`config.mk`:
```
export PLATFORM = sky130hd
export DESIGN_NAME = dram_boot_seq
export DESIGN_NICKNAME = d
export VERILOG_FILES = /design/src/rtl/dram_boot_pkg.sv /design/src/rtl/dram_boot_timer.sv /design/src/rtl/dram_boot_word.sv /design/src/rtl/dram_boot_seq.sv
export SDC_FILE = /design/constraint.sdc
export NUM_CORES = 1
export LEC_CHECK = 0
export BUFFER_PORTS_ARGS = -buffer_cell sky130_fd_sc_hd__buf_2
export CAP_MARGIN = 0
export CORE_UTILIZATION = 51
export CTS_CLUSTER_DIAMETER = 120
export DETAILED_ROUTE_END_ITERATION = 16
export HOLD_SLACK_MARGIN = 0.1
export PLACE_DENSITY = 0.86
export SYNTH_ARGS = -nofsm -noshare
export SYNTH_HDL_FRONTEND = slang
export SYNTH_SLANG_ARGS = --single-unit
```
`constraint.sdc`:
```
create_clock -name clk -period 2.55 [get_ports clk]
set_input_delay 0 -clock clk [delete_from_list [all_inputs] [get_ports clk]]
set_output_delay 0 -clock clk [all_outputs]
set_load 0.03 [all_outputs]
```
`src/rtl/dram_boot_pkg.sv`:
```
package dram_boot_pkg;

  // reset domain bit positions in dom_rst
  localparam int RV_CTL_APB  = 0;
  localparam int RV_CTL_AXI  = 1;
  localparam int RV_CTL_CORE = 2;
  localparam int RV_PHY_APB  = 3;
  localparam int RV_PHY      = 4;
  localparam int RV_PHY_CTL  = 5;
  localparam int RV_N        = 6;

  // PHY init-control word bit positions
  localparam int W_INIT      = 0;
  localparam int W_DLL_SRST  = 1;
  localparam int W_DLL_LOCK  = 2;
  localparam int W_ZCAL      = 3;
  localparam int W_ITM_SRST  = 4;
  localparam int W_DRAM_INIT = 5;
  localparam int W_DRAM_RST  = 6;
  localparam int W_ICPC      = 7;
  localparam int W_GATE_TRN  = 8;
  localparam int W_RDV_TRN   = 9;

  // write target codes
  localparam logic [2:0] A_DFI_EN    = 3'd0;
  localparam logic [2:0] A_INIT_MODE = 3'd1;
  localparam logic [2:0] A_PHY_INIT  = 3'd2;
  localparam logic [2:0] A_PORT0     = 3'd3;
  localparam logic [2:0] A_PORT1     = 3'd4;

  // handshake operations
  localparam logic [1:0] H_DFI_ON   = 2'd0;
  localparam logic [1:0] H_RFSH_OFF = 2'd1;
  localparam logic [1:0] H_RESTORE  = 2'd2;

  // failure causes
  localparam logic [2:0] C_NONE  = 3'd0;
  localparam logic [2:0] C_CLK   = 3'd1;
  localparam logic [2:0] C_LOAD  = 3'd2;
  localparam logic [2:0] C_POLL  = 3'd3;
  localparam logic [2:0] C_PHYER = 3'd4;
  localparam logic [2:0] C_HS    = 3'd5;
  localparam logic [2:0] C_NORM  = 3'd6;

  // PHY status bits
  localparam int ST_DONE = 0;
  localparam int ST_N    = 6;

  typedef enum logic [4:0] {
    S_IDLE, S_CLK, S_REL_PHY, S_APB_WAIT, S_DFI_OFF,
    S_G_STATIC, S_G_TIMING, S_G_MAP, S_SKIP_WR, S_G_PERF,
    S_REL_CORE, S_G_PSTAT, S_G_PTIM, S_INIT_WR, S_SETTLE1,
    S_POLL1, S_HS_DFI, S_WAIT_NORM, S_HS_RFSH, S_TRAIN_WR,
    S_SETTLE2, S_POLL2, S_HS_REST, S_PORT0, S_PORT1,
    S_DONE, S_ERROR
  } seq_state_t;

endpackage

```
`src/rtl/dram_boot_timer.sv`:
```
module dram_boot_timer #(
  parameter int LIMIT = 1000,
  localparam int CW = $clog2(LIMIT + 1)
) (
  input  logic          clk,
  input  logic          rst,
  input  logic          clr,
  output logic [CW-1:0] cnt
);
  localparam logic [CW-1:0] TOP = CW'(LIMIT);

  // cycles spent in the current state, saturating
  always_ff @(posedge clk) begin
    if (rst || clr) cnt <= '0;
    else if (cnt != TOP) cnt <= cnt + 1'b1;
  end
endmodule

```
`src/rtl/dram_boot_word.sv`:
```
module dram_boot_word
  import dram_boot_pkg::*;
#(
  parameter int DATA_W = 32
) (
  input  logic              is_ddr3,
  input  logic              train,
  output logic [DATA_W-1:0] word
);
  always_comb begin
    word = '0;
    word[W_INIT] = 1'b1;
    if (train) begin
      word[W_GATE_TRN] = 1'b1;
      word[W_RDV_TRN]  = !is_ddr3;
    end else begin
      word[W_DLL_SRST]  = 1'b1;
      word[W_DLL_LOCK]  = 1'b1;
      word[W_ZCAL]      = 1'b1;
      word[W_ITM_SRST]  = 1'b1;
      word[W_DRAM_INIT] = 1'b1;
      word[W_ICPC]      = 1'b1;
      word[W_DRAM_RST]  = is_ddr3;
    end
  end
endmodule

```
`src/rtl/dram_boot_seq.sv`:
```
module dram_boot_seq
  import dram_boot_pkg::*;
#(
  parameter int DATA_W       = 32,
  parameter int APB_WAIT_CYC = 128,
  parameter int SETTLE_CYC   = 10,
  parameter int TIMEOUT_CYC  = 1000000
) (
  input  logic              clk,
  input  logic              rst,
  input  logic              start,
  input  logic              mem_ddr3,
  output logic [5:0]        dom_rst,
  output logic              clk_req,
  input  logic              clk_ok,
  output logic              grp_go,
  output logic [2:0]        grp_sel,
  input  logic              grp_done,
  output logic              wr_en,
  output logic [2:0]        wr_addr,
  output logic [DATA_W-1:0] wr_data,
  input  logic [5:0]        phy_stat,
  output logic              hs_req,
  output logic [1:0]        hs_op,
  input  logic              hs_ack,
  input  logic              ctl_normal,
  output logic              boot_done,
  output logic              boot_err,
  output logic [2:0]        err_cause
);
  localparam int CNT_MAX0 = (APB_WAIT_CYC > SETTLE_CYC) ? APB_WAIT_CYC : SETTLE_CYC;
  localparam int CNT_MAX  = (TIMEOUT_CYC > CNT_MAX0) ? TIMEOUT_CYC : CNT_MAX0;
  localparam int CW       = $clog2(CNT_MAX + 1);
  localparam logic [CW-1:0] TO_LAST  = CW'(TIMEOUT_CYC - 1);
  localparam logic [CW-1:0] APB_LAST = CW'(APB_WAIT_CYC - 1);
  localparam logic [CW-1:0] SET_LAST = CW'(SETTLE_CYC - 1);

  seq_state_t state, state_n;
  logic [2:0] cause_q, cause_n;
  logic       type_q;
  logic [CW-1:0] cnt;
  logic       expired, phy_fault, phy_ok;
  logic [DATA_W-1:0] word;

  dram_boot_timer #(.LIMIT(CNT_MAX)) u_timer (
    .clk(clk), .rst(rst), .clr(state_n != state), .cnt(cnt)
  );

  dram_boot_word #(.DATA_W(DATA_W)) u_word (
    .is_ddr3(type_q), .train(state_n == S_TRAIN_WR), .word(word)
  );

  assign expired   = (cnt == TO_LAST);
  assign phy_fault = |phy_stat[ST_N-1:1];
  assign phy_ok    = phy_stat[ST_DONE];

  always_ff @(posedge clk) begin
    if (rst) type_q <= 1'b0;
    else if (state == S_IDLE && start) type_q <= mem_ddr3;
  end

  // next state
  always_comb begin
    state_n = state;
    cause_n = cause_q;
    case (state)
      S_IDLE:     if (start) state_n = S_CLK;
      S_CLK:      if (clk_ok) state_n = S_REL_PHY;
                  else if (expired) begin state_n = S_ERROR; cause_n = C_CLK; end
      S_REL_PHY:  state_n = S_APB_WAIT;
      S_APB_WAIT: if (cnt == APB_LAST) state_n = S_DFI_OFF;
      S_DFI_OFF:  state_n = S_G_STATIC;
      S_G_STATIC, S_G_TIMING, S_G_MAP, S_G_PERF, S_G_PSTAT, S_G_PTIM: begin
        if (grp_done) begin
          case (state)
            S_G_STATIC: state_n = S_G_TIMING;
            S_G_TIMING: state_n = S_G_MAP;
            S_G_MAP:    state_n = S_SKIP_WR;
            S_G_PERF:   state_n = S_REL_CORE;
            S_G_PSTAT:  state_n = S_G_PTIM;
            default:    state_n = S_INIT_WR;
          endcase
        end else if (expired) begin
          state_n = S_ERROR; cause_n = C_LOAD;
        end
      end
      S_SKIP_WR:  state_n = S_G_PERF;
      S_REL_CORE: state_n = S_G_PSTAT;
      S_INIT_WR:  state_n = S_SETTLE1;
      S_SETTLE1:  if (cnt == SET_LAST) state_n = S_POLL1;
      S_TRAIN_WR: state_n = S_SETTLE2;
      S_SETTLE2:  if (cnt == SET_LAST) state_n = S_POLL2;
      S_POLL1, S_POLL2: begin
        if (phy_fault) begin
          state_n = S_ERROR; cause_n = C_PHYER;
        end else if (phy_ok) begin
          state_n = (state == S_POLL1) ? S_HS_DFI : S_HS_REST;
        end else if (expired) begin
          state_n = S_ERROR; cause_n = C_POLL;
        end
      end
      S_HS_DFI, S_HS_RFSH, S_HS_REST: begin
        if (hs_ack) begin
          case (state)
            S_HS_DFI:  state_n = S_WAIT_NORM;
            S_HS_RFSH: state_n = S_TRAIN_WR;
            default:   state_n = S_PORT0;
          endcase
        end else if (expired) begin
          state_n = S_ERROR; cause_n = C_HS;
        end
      end
      S_WAIT_NORM: if (ctl_normal) state_n = S_HS_RFSH;
                   else if (expired) begin state_n = S_ERROR; cause_n = C_NORM; end
      S_PORT0:    state_n = S_PORT1;
      S_PORT1:    state_n = S_DONE;
      default:    state_n = state;
    endcase
  end

  // output decode of the next state, registered below
  logic [5:0]        rv_n;
  logic              clk_n, go_n, we_n, hr_n;
  logic [2:0]        sel_n, wa_n;
  logic [1:0]        ho_n;
  logic [DATA_W-1:0] wd_n;

  always_comb begin
    rv_n = '0;
    case (state_n)
      S_IDLE, S_CLK, S_ERROR: rv_n = '1;
      S_REL_PHY: begin
        rv_n = '1;
        rv_n[RV_PHY] = 1'b0;
        rv_n[RV_PHY_CTL] = 1'b0;
      end
      S_APB_WAIT, S_DFI_OFF, S_G_STATIC, S_G_TIMING, S_G_MAP, S_SKIP_WR, S_G_PERF: begin
        rv_n[RV_CTL_AXI]  = 1'b1;
        rv_n[RV_CTL_CORE] = 1'b1;
        rv_n[RV_PHY_APB]  = 1'b1;
      end
      default: rv_n = '0;
    endcase
  end

  always_comb begin
    clk_n = !(state_n == S_IDLE || state_n == S_ERROR);
    go_n  = 1'b0;
    sel_n = 3'd0;
    we_n  = 1'b0;
    wa_n  = 3'd0;
    wd_n  = '0;
    hr_n  = 1'b0;
    ho_n  = 2'd0;
    case (state_n)
      S_G_STATIC: begin go_n = 1'b1; sel_n = 3'd0; end
      S_G_TIMING: begin go_n = 1'b1; sel_n = 3'd1; end
      S_G_MAP:    begin go_n = 1'b1; sel_n = 3'd2; end
      S_G_PERF:   begin go_n = 1'b1; sel_n = 3'd3; end
      S_G_PSTAT:  begin go_n = 1'b1; sel_n = 3'd4; end
      S_G_PTIM:   begin go_n = 1'b1; sel_n = 3'd5; end
      S_DFI_OFF:  begin we_n = 1'b1; wa_n = A_DFI_EN; end
      S_SKIP_WR:  begin we_n = 1'b1; wa_n = A_INIT_MODE; end
      S_INIT_WR, S_TRAIN_WR: begin we_n = 1'b1; wa_n = A_PHY_INIT; wd_n = word; end
      S_PORT0:    begin we_n = 1'b1; wa_n = A_PORT0; wd_n = DATA_W'(1); end
      S_PORT1:    begin we_n = 1'b1; wa_n = A_PORT1; wd_n = DATA_W'(1); end
      S_HS_DFI:   begin hr_n = 1'b1; ho_n = H_DFI_ON; end
      S_HS_RFSH:  begin hr_n = 1'b1; ho_n = H_RFSH_OFF; end
      S_HS_REST:  begin hr_n = 1'b1; ho_n = H_RESTORE; end
      default: ;
    endcase
  end

  always_ff @(posedge clk) begin
    if (rst) begin
      state     <= S_IDLE;
      cause_q   <= C_NONE;
      dom_rst   <= '1;
      clk_req   <= 1'b0;
      grp_go    <= 1'b0;
      grp_sel   <= 3'd0;
      wr_en     <= 1'b0;
      wr_addr   <= 3'd0;
      wr_data   <= '0;
      hs_req    <= 1'b0;
      hs_op     <= 2'd0;
      boot_done <= 1'b0;
      boot_err  <= 1'b0;
      err_cause <= C_NONE;
    end else begin
      state     <= state_n;
      cause_q   <= cause_n;
      dom_rst   <= rv_n;
      clk_req   <= clk_n;
      grp_go    <= go_n && (state_n != state);
      grp_sel   <= sel_n;
      wr_en     <= we_n;
      wr_addr   <= wa_n;
      wr_data   <= wd_n;
      hs_req    <= hr_n;
      hs_op     <= ho_n;
      boot_done <= (state_n == S_DONE);
      boot_err  <= (state_n == S_ERROR);
      err_cause <= cause_n;
    end
  end
endmodule

```
==> metrics.md, run 1 <==
| Metric | Value |
|---|---|
| Met2 WL post-DR | between 7 and 8 mm |
| Core Area | a little under 0.007 mm² |
| P_sw | 1.04 mW |
| CTS Buf Count | 5 |
| IO Pins | a little under 70 |
| Pins Over Slew Limit | 0 |
| Simple-gate share of the synthesized area | 0.318 |
| Setup crit start kind | flip-flop |
| Post-Layout Inst Area | ~0.0054 mm² |
| Met3 wire len | ~2.5 mm |
| Fmax | approximately 0.32 GHz |
| Sequential fraction of the synthesis area | 0.284 |
| Post-synthesis compound-gate area fraction | 0.196 |
| H-tree lvl count | 2 |
| WL final | between 15 and 20 mm |
| Worst skew pair latency | roughly 0.35 ns |
| Post-DP Area | ~0.0046 mm² |
| Layout cells sized above 1 | 0.493 |
| Die Wd | around 86 µm |
| ANT cells | 0 |
| Post-synthesis mux area share | 0.0198 |
| CTS Buffer Depth | 2 |
| Max Used Layer | met5 |
| Skew final | roughly 0.011 ns |
| Switching part of the total | 0.403 |
| Register area | 0.00103 mm² |
| CP endpoint kind | flip-flop |
| Primary FF master, synth | dfxtp_1 |
| Vias per cell | between 6 and 7 |
| Leakage power | approximately 2.3 nW |
| Routability cong. | 0.920 |
| Synth Area in XOR/XNOR | 0.0560 |
| Syn avg cell area | ~8.0 µm² |
| CTS tree | yes |
| Post-synth EDFFs | 0 |
| # port buffers | 46 |
| Adder-Cell Fraction of Synth Area | 0.0104 |
| Mapped Cells | about 450 |
| Die area | 0.00740 mm² |
| Power Density | about 470 mW/mm² |
| Max cap viols | 0 |
| ANT nets after route | 0 |
| Clock power share | 0.214 |
| Distinct cells, synth | 73 |
| Fillers | ~350 |
| Sink Count | 51 |
| DRT Pass-1 Iters | 7 |
| Violated checks | negative setup slack |
| Tmin final | just over 3 ns |
| Main combinational cell family by area after synthesis | simple AND/OR/NAND/NOR gates |
| Area Overhead vs Synth | 51.0% |
| Met1 WL | between 5 and 6 mm |
| Final HPWL DP | 8.63 mm |
| Register clock-pin slew on the reported worst setup and hold paths | ~0.10 ns |
| Routed vias | around 5,000 |
| Pre-CTS setup slack | -0.378 ns |
| Fin nets | about 630 |
| WL/cell | around 26 µm |
| RSZ-0062 raised after global routing | yes |
| Slew @ Worst Pin | 0.870 ns |
| Crit share post-route | 1.22 |
| Initial Util | 0.530 |
| Status | complete, but fails checks |
| Antenna violations before repair | 1 |
| Fin cells | about 710 |
| Number of global-route vias before repair | around 4,200 |
| CP required | between 2 and 3 ns |
| Slew headroom | 0.415 |
| Number of DRC markers in iteration 0 | 717 |
| Ys async rst share | 0 |
| Post-synthesis register bit count | between 50 and 60 |
| CP max FO | 8 |
| Aggregate global-route resource usage | 0.390 |
| Inst Count DP | slightly below 700 |
| Area of the multi-input gates | 0.00273 mm² |
| DRC Markers | 0 |
| Final Setup Violations | 47 |
| Height of the die | around 86 µm |
| Post-route setup slack | -0.557 ns |
| Global-route wire length before repair | roughly 22 mm |
| Arrival time at the worst endpoint | around 3.3 ns |
| Power, Total | 2.58 mW |
| Worst R2R Setup Slack | -0.56 ns |
| Largest net degree at the start of global routing | 24 |
| Maximum vdd drop | roughly 0.00047 V |
| Yosys warning total | 0 |
| CTS Root Cell | clkbuf_8 |
| Int Pwr | roughly 1.5 mW |
| Endpoints failing hold | 0 |
| Synth Cell Area | ~0.0036 mm² |
| Setup CP Type | flip-flop to flip-flop |
| Reg power frac | 0.329 |
| Hold WC Path Type | input port to flip-flop |
| Hold WS | around 0.15 ns |
| Comb power frac | 0.457 |
| FP Rows | 30 |
| Grt ovf | 0 |
## metal layers
layer	global-route usage	up-vias
met5	0	-
met4	0.229	2
met3	0.0828	238
met2	0.632	561
met1	0.475	2193
li1	-	1895
## sequential cells by signal, indices dropped and copies added, names as in the netlist
register     cells
grp_go           1
clk_req          1
hs_op            2
dom_rst          3
grp_sel          3
wr_addr          3
boot_err         1
wr_data          5
wr_en            1
type_q           1
hs_req           1
u_timer.cnt     20
cause_q          3
state            5
boot_done        1
## critical path: stages (launching register included)
cell and delay, ns:
dfxtp_2 0.34, or4_4 0.55, buf_6 0.14, nor4_4 0.23, buf_4 0.18, and3_4 0.22, o31a_1 0.32, o22ai_4 0.20
nor2b_4 0.18, buf_6 0.14, a32oi_2 0.33, nor2_1 0.12
## placed cells by master (no fill, tap or decap), types with 5 or more instances in the layout
cell	n
a21o_1	5
a21oi_1	16
and3_1	11
buf_2	46
buf_4	119
buf_6	15
clkbuf_8	6
conb_1	22
dfxtp_1	46
inv_1	10
mux2i_1	5
nand2_1	26
nand2b_1	8
nand3_1	14
nor2_1	30
nor2_2	19
nor2_4	7
nor2b_1	6
nor3_1	6
o21ai_0	7
or2_2	6
xnor2_1	8
xor2_1	14
## cell families after synthesis
family	after synthesis
buf+inv	69
mux	7
other cells	1
flops	51
simple gates	200
fa+ha+maj	3
compound gates	97
xor+xnor	23
## synth_stat cells, types with 3 or more instances
cell / n / area share
a211oi_1: 5 / 0.010
nand4b_1: 4 / 0.0097
a21oi_1: 20 / 0.028
and2_1: 5 / 0.0087
nor4_1: 3 / 0.0052
nor2b_1: 8 / 0.014
clkbuf_1: 8 / 0.0083
a311oi_1: 3 / 0.0073
dfxtp_1: 51 / 0.28
or2_2: 6 / 0.010
o22ai_1: 5 / 0.0087
a31oi_1: 3 / 0.0052
nand3_1: 17 / 0.024
nand2b_1: 8 / 0.014
mux2i_1: 6 / 0.017
buf_2: 13 / 0.018
a21boi_0: 5 / 0.010
inv_1: 11 / 0.011
nor3b_1: 8 / 0.017
nor2_1: 42 / 0.044
nor2_2: 14 / 0.024
xor2_1: 14 / 0.034
a21o_1: 5 / 0.010
ha_1: 3 / 0.010
and3_1: 12 / 0.021
a22oi_1: 3 / 0.0063
nand2_1: 30 / 0.031
o32ai_1: 3 / 0.0073
buf_4: 33 / 0.069
and3b_1: 4 / 0.0097
nor3_1: 11 / 0.015
xnor2_1: 9 / 0.022
o21ai_0: 15 / 0.021
o31ai_1: 3 / 0.0063
o211ai_1: 4 / 0.0083
or3_1: 6 / 0.010
a32oi_1: 3 / 0.0073
## final cells by class
class / instances / share of cell area
clock inverter: 1 / 0.00161
multi-input combinational: 355 / 0.501
clock buffer: 7 / 0.0159
tap: 96 / 0.0221
inverter: 12 / 0.00875
timing repair buffer: 187 / 0.260
sequential: 51 / 0.190
## power by group through the flow
stage / Clock (mW) / Sequential, mW / Combinational, mW
6_report: 0.551 / 0.850 / 1.18
5_1_grt: 0.570 / 0.851 / 1.21
4_1_cts: 0.501 / 0.845 / 0.917
3_5_place_dp: 0 / 0.862 / 0.748
3_3_place_gp: 0 / 0.860 / 0.724
2_1_floorplan: 0 / 0.870 / 0.464
## final timing paths
check	from	to	cells past startpoint
worst min-delay path	start	type_q	4
worst max register to register	u_timer.cnt[13]	wr_addr[0]	11
worst min register to register	type_q	wr_data[9]	1
worst max-delay path	u_timer.cnt[13]	wr_addr[0]	11
## through the flow
| step | util | TNS, ns |
|---|---|---|
| after floorplan | - | 0 |
| after global placement | 0.675 | -6.74 |
| after detailed placement | 0.675 | -12.18 |
| after CTS | 0.736 | -2.22 |
| after global routing | 0.800 | -17.03 |
| final | 0.800 | -14.03 |
## what timing repair did
item / CTS / global route
hold buffers: 1 / 0
endpoints found under the hold margin: 1 / 0
endpoints found under the setup margin: 46 / 47
pin swaps: 30 / 33
cloned: 3 / 0
gates resized for setup: 47 / 84
setup buffers: 12 / 11
Note: power is estimated with default switching activity, not from simulation.
==> run 2: changes to the inputs <==
Clock period 2.55 ns to 2.7 ns, I/O delays scaled along.
==> metrics.md, run 2 (same netlist as run 1, synthesis figures left out) <==
| Metric | Value |
|---|---|
| Status | complete, but fails checks |
| Violated checks | negative setup slack |
| Worst R2R End | wr_en |
| Fmax | roughly 0.37 GHz |
| Crit share post-route | 1.01 |
| Leakage power | slightly above 2 nW |
| # port buffers | 46 |
| Final HPWL DP | about 8 mm |
| Setup crit start kind | flip-flop |
| Sink Count | 51 |
| Aggregate global-route resource usage | 0.301 |
| Routability cong. | 0.974 |
| Worst skew pair latency | ~0.31 ns |
| Number of global-route vias before repair | about 3,700 |
| Global-route wire length before repair | ~18 mm |
| Most frequent cells in the layout | buf_4, buf_2, dfxtp_1, nor2_1, nand2_1 |
| Post-DP Area | between 0.004 and 0.005 mm² |
| Maximum vdd drop | around 0.00043 V |
| Fin nets | just under 600 |
| CTS Buffer Depth | 2 |
| Setup CP Type | flip-flop to flip-flop |
| CP required | about 2.9 ns |
| Height of the die | roughly 86 µm |
| ANT cells | 0 |
| Number of DRC markers in iteration 0 | between 400 and 500 |
| Crit Reg-Reg Startpoint | state[0] |
| CP max FO | 9 |
| FP Rows | 30 |
| WL final | 13.1 mm |
| Register clock-pin slew on the reported worst setup and hold paths | 0.10 ns |
| Core Area | 0.00679 mm² |
| Switching part of the total | 0.358 |
| ANT nets after route | 0 |
| CTS Buf Count | 5 |
| Post-Layout Inst Area | roughly 0.0049 mm² |
| R2R depth | 9 |
| DRT Pass-1 Iters | 5 |
| Endpoints failing hold | 0 |
| Biggest register | u_timer.cnt |
| DRC Markers | 0 |
| Grt ovf | 0 |
| WL/cell | between 15 and 20 µm |
| Initial Util | 0.530 |
| Final Setup Violations | 6 |
| Top flop regs | u_timer.cnt (20), state (5), wr_data (5) |
| P_sw | between 700 and 800 µW |
| Worst R2R Setup Slack | -0.02 ns |
| Reg power frac | 0.358 |
| Worst Hold End | type_q |
| Comb power frac | 0.390 |
| Slew @ Worst Pin | around 0.7 ns |
| Clock power share | 0.252 |
| Arrival time at the worst endpoint | ~2.9 ns |
| Layout cells sized above 1 | 0.410 |
| Hold WC Path Type | input port to flip-flop |
| CTS Root Cell | clkbuf_8 |
| Vias per cell | 6.15 |
| RSZ-0062 raised after global routing | yes |
| Die area | about 0.0074 mm² |
| Int Pwr | 1.43 mW |
| CP endpoint kind | flip-flop |
| Tmin final | about 2.7 ns |
| Die Wd | between 80 and 90 µm |
| Most common cell after layout, fill and taps aside | buf_4 |
| Largest net degree at the start of global routing | 22 |
| Worst hold start | start |
| Post-route setup slack | -0.0249 ns |
| H-tree lvl count | 2 |
| Slew headroom | 0.528 |
| Pins Over Slew Limit | 0 |
| Antenna violations before repair | 0 |
| Skew final | between 0.007 and 0.008 ns |
| Power, Total | 2.22 mW |
| Hold Crit Depth | 4 |
| Max FFs per register | 20 |
| Power Density | ~460 mW/mm² |
| Routed vias | ~4,200 |
| Area Overhead vs Synth | 35.1% |
| CTS tree | yes |
| Max cap viols | 0 |
| IO Pins | 69 |
[run 2: cell count changes in the layout (fill, tap and decap cells not counted), sizes merged]
cell	delta
dlygate4sd3	+1
clkinv	-1
bufinv	+1
clkbuf	-1
inv	+1
buf	-34
[run 2: metal layers]
layer	share of wire	wire length (µm)	global-route usage	up-vias
met4	0.050	658	0.136	0
li1	-	-	-	1832
met5	0	0	0	-
met2	0.48	6230	0.499	316
met3	0.085	1110	0.0635	79
met1	0.39	5080	0.375	1931
[run 2: final cells by class]
| type | instances | area (µm²) |
|---|---|---|
| clock inverter | 2 | 38.8 |
| sequential | 51 | 1040 |
| clock buffer | 6 | 72.6 |
| inverter | 12 | 45.0 |
| multi-input combinational | 355 | 2470 |
| tap | 96 | 120 |
| fill | 459 | 1930 |
| timing repair buffer | 154 | 1080 |
[run 2: repair_timing]
action,in CTS,in global routing
hold buffers,2,0
buffers inserted,3,6
resized for setup,16,49
gates cloned,1,2
hold endpoints to repair,5,0
pin swaps,3,12
setup endpoints to repair,41,37
[run 2: worst max-delay path, stage by stage (launching register included)]
cell	delay (ns)
dfxtp_4	0.39
buf_4	0.18
or2_1	0.25
o221ai_2	0.23
o21ai_2	0.14
or3_4	0.40
o22ai_4	0.31
nor2b_1	0.32
o21ai_1	0.15
a311oi_2	0.26
[run 2: per-stage QoR]
stage	cells	hold slack [ns]	TNS [ns]	setup WS, ns	utilization
after floorplan	472	0.144	0	0.153	-
after global placement	654	0.236	-1.92	-0.120	0.648
after detailed placement	654	0.280	-3.89	-0.187	0.648
after CTS	668	0.157	0	0.00528	0.679
after global routing	676	0.198	-1.17	-0.181	0.716
final	676	0.160	-0.0805	-0.0249	0.716
[run 2: power groups by stage]
stage | clock, mW | sequential, mW | combinational (mW)
final | 0.561 | 0.796 | 0.866
after global routing | 0.577 | 0.796 | 0.911
after CTS | 0.551 | 0.795 | 0.732
after detailed placement | 0 | 0.811 | 0.700
after global placement | 0 | 0.809 | 0.684
after floorplan | 0 | 0.822 | 0.438
[run 2: worst max path at each step]
stage,startpoint,end,slack (ns),cells after the start
after detailed placement,state[0],wr_en,-0.19,9
final,state[0],wr_en,-0.02,9
after CTS,state[0],wr_en,0.005,11
after global routing,state[0],wr_en,-0.18,10
after floorplan,u_timer.cnt[10],u_timer.cnt[1],0.15,9
after global placement,state[0],boot_done,-0.12,9
